==> config.mk <==
export PLATFORM = sky130hd
export DESIGN_NAME = flash_ahb_ctrl
export DESIGN_NICKNAME = d
export VERILOG_FILES = /design/src/rtl/flash_ahb_ctrl.sv
export SDC_FILE = /design/constraint.sdc
export NUM_CORES = 1
export LEC_CHECK = 0
export BUFFER_PORTS_ARGS = -buffer_cell sky130_fd_sc_hd__buf_2
export CAP_MARGIN = 20
export CORE_ASPECT_RATIO = 0.7
export CORE_MARGIN = 2
export CORE_UTILIZATION = 55
export CTS_CLUSTER_SIZE = 16
export DETAILED_ROUTE_END_ITERATION = 7
export PLACE_DENSITY_LB_ADDON = 0.05
export REMOVE_ABC_BUFFERS = 1
export SYNTH_ARGS = -nofsm -noshare
export SYNTH_HDL_FRONTEND = slang
export SYNTH_SLANG_ARGS = --single-unit
==> constraint.sdc <==
create_clock -name clk -period 3.2 [get_ports clk]
set_input_delay 0.32 -clock clk [delete_from_list [all_inputs] [get_ports clk]]
set_output_delay 0.32 -clock clk [all_outputs]
set_load 0.03 [all_outputs]
==> src/rtl/flash_ahb_ctrl.sv <==
module flash_ahb_ctrl #(
  parameter int AW  = 24,
  parameter int DW  = 64,
  parameter int BW  = 32,
  parameter int NM  = 4,
  parameter int WSW = 4,
  localparam int MW = (NM > 1) ? $clog2(NM) : 1
) (
  input  logic          clk,
  input  logic          rst_n,
  input  logic          hsel,
  input  logic [1:0]    htrans,
  input  logic          hwrite,
  input  logic [AW-1:0] haddr,
  input  logic [BW-1:0] hwdata,
  input  logic [MW-1:0] hmaster,
  input  logic          hready_in,
  output logic          hready_out,
  output logic          hresp,
  output logic [BW-1:0] hrdata,
  input  logic [WSW-1:0] rd_wait,
  input  logic [WSW-1:0] wr_wait,
  input  logic [WSW-1:0] pipe_wait,
  input  logic [2:0]    rww_mode,
  input  logic [NM-1:0] rd_allow,
  input  logic [NM-1:0] wr_allow,
  output logic          pipe_illegal,
  output logic [AW-1:0] arr_addr,
  output logic [DW-1:0] arr_wdata,
  output logic          arr_we,
  output logic          arr_re,
  input  logic [DW-1:0] arr_rdata,
  input  logic          arr_err,
  input  logic          arr_busy,
  input  logic          arr_wr_ok
);
  localparam int LANES = DW / BW;
  localparam int LW    = (LANES > 1) ? $clog2(LANES) : 1;
  localparam int LSB   = $clog2(BW / 8);
  localparam int HLSB  = $clog2(DW / 8);
  localparam int TLSB  = HLSB + 1;

  typedef enum logic [2:0] {S_IDLE, S_WDATA, S_WWAIT, S_RSTALL, S_RWAIT, S_ERR1, S_ERR2} st_t;

  st_t                   state;
  logic [WSW-1:0]        cnt;
  logic [AW-1:0]         addr_q;
  logic                  abandon;
  logic [BW-1:0]         hrdata_q;
  logic                  we_q, re_q;
  logic [AW-1:0]         arr_addr_q;
  logic [DW-1:0]         wdata_q;
  logic [AW-1:TLSB]      line_tag;
  logic [1:0]            line_vld;
  logic [1:0][DW-1:0]    line_data;

  logic          req, rd_ok, wr_ok, hit;
  logic [BW-1:0] hit_word, rd_word;
  logic [DW-1:0] wword;

  assign hready_out   = (state == S_IDLE) || (state == S_ERR2);
  assign hresp        = (state == S_ERR1) || (state == S_ERR2);
  assign hrdata       = hrdata_q;
  assign arr_addr     = arr_addr_q;
  assign arr_wdata    = wdata_q;
  assign arr_we       = we_q;
  assign arr_re       = re_q;
  assign pipe_illegal = pipe_wait < rd_wait;

  assign req   = (state == S_IDLE) && hsel && htrans[1] && hready_in;
  assign rd_ok = rd_allow[hmaster];
  assign wr_ok = wr_allow[hmaster];
  assign hit   = !hwrite && htrans[0] && line_vld[haddr[HLSB]] && (line_tag == haddr[AW-1:TLSB]);
  assign hit_word = line_data[haddr[HLSB]][int'(haddr[LSB +: LW]) * BW +: BW];
  assign rd_word  = arr_rdata[int'(addr_q[LSB +: LW]) * BW +: BW];

  always_comb begin
    for (int l = 0; l < LANES; l++)
      wword[l*BW +: BW] = (addr_q[LSB +: LW] == LW'(l)) ? hwdata : '1;
  end

  always_ff @(posedge clk or negedge rst_n) begin
    if (!rst_n) begin
      state      <= S_IDLE;
      cnt        <= '0;
      addr_q     <= '0;
      abandon    <= 1'b0;
      hrdata_q   <= '0;
      we_q       <= 1'b0;
      re_q       <= 1'b0;
      arr_addr_q <= '0;
      wdata_q    <= '0;
      line_tag   <= '0;
      line_vld   <= '0;
      line_data  <= '0;
    end else begin
      case (state)
        S_IDLE: if (req) begin
          addr_q  <= haddr;
          abandon <= 1'b0;
          if (hwrite) begin
            state <= (wr_ok && arr_wr_ok) ? S_WDATA : S_ERR1;
          end else if (!rd_ok) begin
            state <= S_ERR1;
          end else if (hit) begin
            hrdata_q <= hit_word;
          end else if (arr_busy) begin
            state <= (rww_mode == 3'b000) ? S_ERR1 : S_RSTALL;
          end else begin
            arr_addr_q <= haddr;
            re_q       <= 1'b1;
            cnt        <= rd_wait;
            state      <= S_RWAIT;
          end
        end
        S_WDATA: begin
          if (hready_in) begin
            state <= S_IDLE;
          end else begin
            arr_addr_q <= addr_q;
            wdata_q    <= wword;
            we_q       <= 1'b1;
            cnt        <= wr_wait;
            line_vld   <= '0;
            state      <= S_WWAIT;
          end
        end
        S_RSTALL: begin
          if (hready_in) begin
            state <= S_IDLE;
          end else if (!arr_busy) begin
            arr_addr_q <= addr_q;
            re_q       <= 1'b1;
            cnt        <= rd_wait;
            state      <= S_RWAIT;
          end
        end
        S_RWAIT: begin
          if (hready_in) abandon <= 1'b1;
          if (cnt == '0) begin
            re_q <= 1'b0;
            if (abandon || hready_in) begin
              state <= S_IDLE;
            end else if (arr_err) begin
              state <= S_ERR1;
            end else begin
              hrdata_q <= rd_word;
              line_tag <= addr_q[AW-1:TLSB];
              line_data[addr_q[HLSB]] <= arr_rdata;
              if (line_tag != addr_q[AW-1:TLSB]) line_vld <= 2'b01 << addr_q[HLSB];
              else line_vld[addr_q[HLSB]] <= 1'b1;
              state <= S_IDLE;
            end
          end else begin
            cnt <= cnt - 1'b1;
          end
        end
        S_WWAIT: begin
          if (hready_in) abandon <= 1'b1;
          if (cnt == '0) begin
            we_q  <= 1'b0;
            state <= (abandon || hready_in || !arr_err) ? S_IDLE : S_ERR1;
          end else begin
            cnt <= cnt - 1'b1;
          end
        end
        S_ERR1: state <= S_ERR2;
        S_ERR2: if (hready_in) state <= S_IDLE;
        default: state <= S_IDLE;
      endcase
    end
  end

  logic acc_port;
  assign acc_port = hsel && htrans[1] && hready_in && hready_out && !hresp;

  assert_err_first_R4: assert property (@(posedge clk) disable iff (!rst_n)
    (hresp && !hready_out) |=> (hresp && hready_out));
  assert_err_hold_R4: assert property (@(posedge clk) disable iff (!rst_n)
    (hresp && hready_out && !hready_in) |=> (hresp && hready_out));
  assert_rd_perm_R5: assert property (@(posedge clk) disable iff (!rst_n)
    (acc_port && !hwrite && !rd_allow[hmaster]) |=> (hresp && !hready_out && !arr_re));
  assert_wr_gate_R6: assert property (@(posedge clk) disable iff (!rst_n)
    (acc_port && hwrite && (!wr_allow[hmaster] || !arr_wr_ok)) |=> (hresp && !arr_we));
  assert_rww_err_R8: assert property (@(posedge clk) disable iff (!rst_n)
    (acc_port && !hwrite && htrans == 2'b10 && rd_allow[hmaster] && arr_busy && rww_mode == 3'b000)
      |=> (hresp && !hready_out && !arr_re));
  assert_early_quiet_R9: assert property (@(posedge clk) disable iff (!rst_n)
    abandon |-> !hresp);
  assert_one_strobe_R11: assert property (@(posedge clk) disable iff (!rst_n)
    !(arr_re && arr_we));
  assert_done_no_strobe_R11: assert property (@(posedge clk) disable iff (!rst_n)
    hready_out |-> (!arr_re && !arr_we));
endmodule

==> run metrics <==
status=finished, final reports clean; setup bufs post-CTS=0; pre-CTS WS=0.3913 ns; multi-input logic area=between 6000 and 7000 sq um; post-layout min period=~2.8 ns; std cell rows=49; Placed Cells=1758; Commonest cells post-synth=dfrtp_1 (304), mux2_2 (230), nor2_1 (139), a21oi_1 (79), nand2_1 (72); leading area contributor after synthesis=dfrtp_1; total iterations of the first detailed-routing run=5; WL final=35150 um; Fin Setup TNS=0 ns; Die Y-Extent=between 100 and 150 um; clk_skew=roughly 0.019 ns; CTS max path bufs=3; Synth top area share=52.93%; critical-path maximum fanout=32; clock root buffer master=clkbuf_16; final-report hold violation count=0; Slew HR=37.23%; die width=197.2 um; GRT Total Usage=about 26%; Worst Path Required=3.64 ns; kind of critical path=reg -> reg; filler instances=around 2000; wire length of the first global-routing pass=~57000 um; Post-Synthesis Cell Area=around 14000 sq um; first-iteration detailed-routing DRC count=around 530; most common cell in the netlist=dfrtp_1; PortBufs=279; CTS Buf Count=31; via count=10326; R2R Setup Slk=around 0.4 ns; Clk pin slew, worst setup/hold paths=about 0.06 ns; fmax=357.1 MHz; CTS tree=yes; top area cells in the synthesized netlist=dfrtp_1 (53%), mux2_2 (18%), mux4_2 (5.2%); Pleak=between 8 and 9 nW; final hold slack=0.02010 ns; share of layout cells above drive strength 1=41.58%; core area=between 20000 and 30000 sq um; pin count of the biggest net entering global routing=108; wire per inst=18.96 um; hpwl dp=roughly 23000 um; final instance area=~18000 sq um; Mapped Cells=1199; Remaining Overflow, GRT=0; Final Util=68.24%; flip-flop and latch area=approximately 7600 sq um; drt via density=approximately 5.6; Seq/Total Area, Yosys=52.93%; EDFF count, synth=0; Placed Instance Area=~16000 sq um; CTS resizes=0; Final Power=between 15 and 20 mW; Area Growth Syn to Fin=21.97%; fin. max-slew vios=0; vias in the first global route=about 10000; Distinct cells, synth=54; Avg Cell Area, Syn=between 10 and 15 sq um; Clock Latency Late Sink=around 0.57 ns; Final ANT Viol Nets=0; RD Place Congestion=roughly 0.84; PwrDens=just under 900 nW/um^2; Starting Density=between 50% and 60%; register bit total from synthesis=304; Worst IR Drop VDD=approximately 0.00056 V; Ys Warns=0; Finish-stage setup viols=0; num ports=280; worst slew pin tran=0.9416 ns; fin nets=between 1500 and 2000; Primary FF master, synth=dfrtp_1; initial antenna violation count=4; die area=27460 sq um; # DRC=0; Final Non-Filler Cells=1854; Tcrit/Tclk final=87.51%; clock sink count=slightly above 300; arrival time worst endpoint=roughly 3.3 ns; total of max-cap violations=0; HP Class=in -> reg; Async S/R FF share, synth=100.0%; Startpoint Class=flop; RSZ-0062 raised after global routing=no; Critical Path End Type=flop; CTS HTree Levels=1; PnR worst setup slack=~0.4 ns
[placed cells by master (no fill, tap or decap), types with 35 or more instances in the layout]
| master | n |
|---|---|
| dlygate4sd3_1 | 36 |
| buf_2 | 278 |
| a31oi_1 | 35 |
| mux2_2 | 230 |
| dfrtp_1 | 303 |
| mux2i_1 | 36 |
| nand2_1 | 71 |
| inv_1 | 41 |
| nor2_1 | 137 |
| a21oi_1 | 79 |
[path summary, 6_finish.rpt]
kind,from,endpoint,cells past startpoint
min in group asynchronous,rst_n,line_data[122],2
worst max-delay path,state[2],hrdata[16],7
worst max register to register,state[2],hrdata[16],7
worst min-delay path,arr_rdata[46],line_data[46],2
max in group asynchronous,rst_n,arr_wdata[18],3
worst min register to register,arr_addr[16],arr_addr[16],1
[state kept, by name, indices dropped and copies added, names as in the netlist, 2 cells and up]
register and count:
addr_q 24, arr_addr 24, arr_wdata 64, cnt 4
hrdata 32, line_data 128, line_tag 20, line_vld 2
state 3
[worst max-delay path, cell delays in order (launching register included)]
cell and delay (ns):
dfrtp_1 0.55, nor3_2 0.49, nand4_1 0.15, nor4_1 0.30, and3_1 0.32, o221ai_4 0.13, buf_4 0.32, mux2_1 0.39
[layout make-up]
cell class,instances,area share (%)
inverter,41,0.8779
tap,331,2.362
antenna,3,0.04282
multi-input combinational,776,36.06
timing repair buffer,342,11.59
clock inverter,13,0.7137
clock buffer,44,4.932
sequential,304,43.42
[where the power goes]
part           internal, mW  switching (mW)  total (mW)
registers              4.87           0.839        5.71
clock network          2.04            1.52        3.56
logic                  2.31            3.62        5.93
[timing repair]
item | in CTS | in global routing
hold endpoints to repair | 148 | 0
hold buffers | 36 | 0
endpoints found under the setup margin | 0 | 0
[cells by family after synthesis]
group	after synthesis	synth area share (%)
compound gates	154	6.303
mux	305	26.25
xor+xnor	43	2.620
fa+ha+maj	6	0.5049
flops	304	52.93
buf+inv	119	3.360
simple gates	268	8.035
[layer usage]
layer | vias to the layer above | GRT usage (%) | share of wire [%]
met5 | - | 0 | 0.068
met4 | 4 | 5.144 | 1.6
met3 | 48 | 5.526 | 6.3
met2 | 300 | 39.55 | 45
met1 | 5135 | 38.32 | 47
li1 | 4839 | - | -
Note: power is estimated with default switching activity, not from simulation.
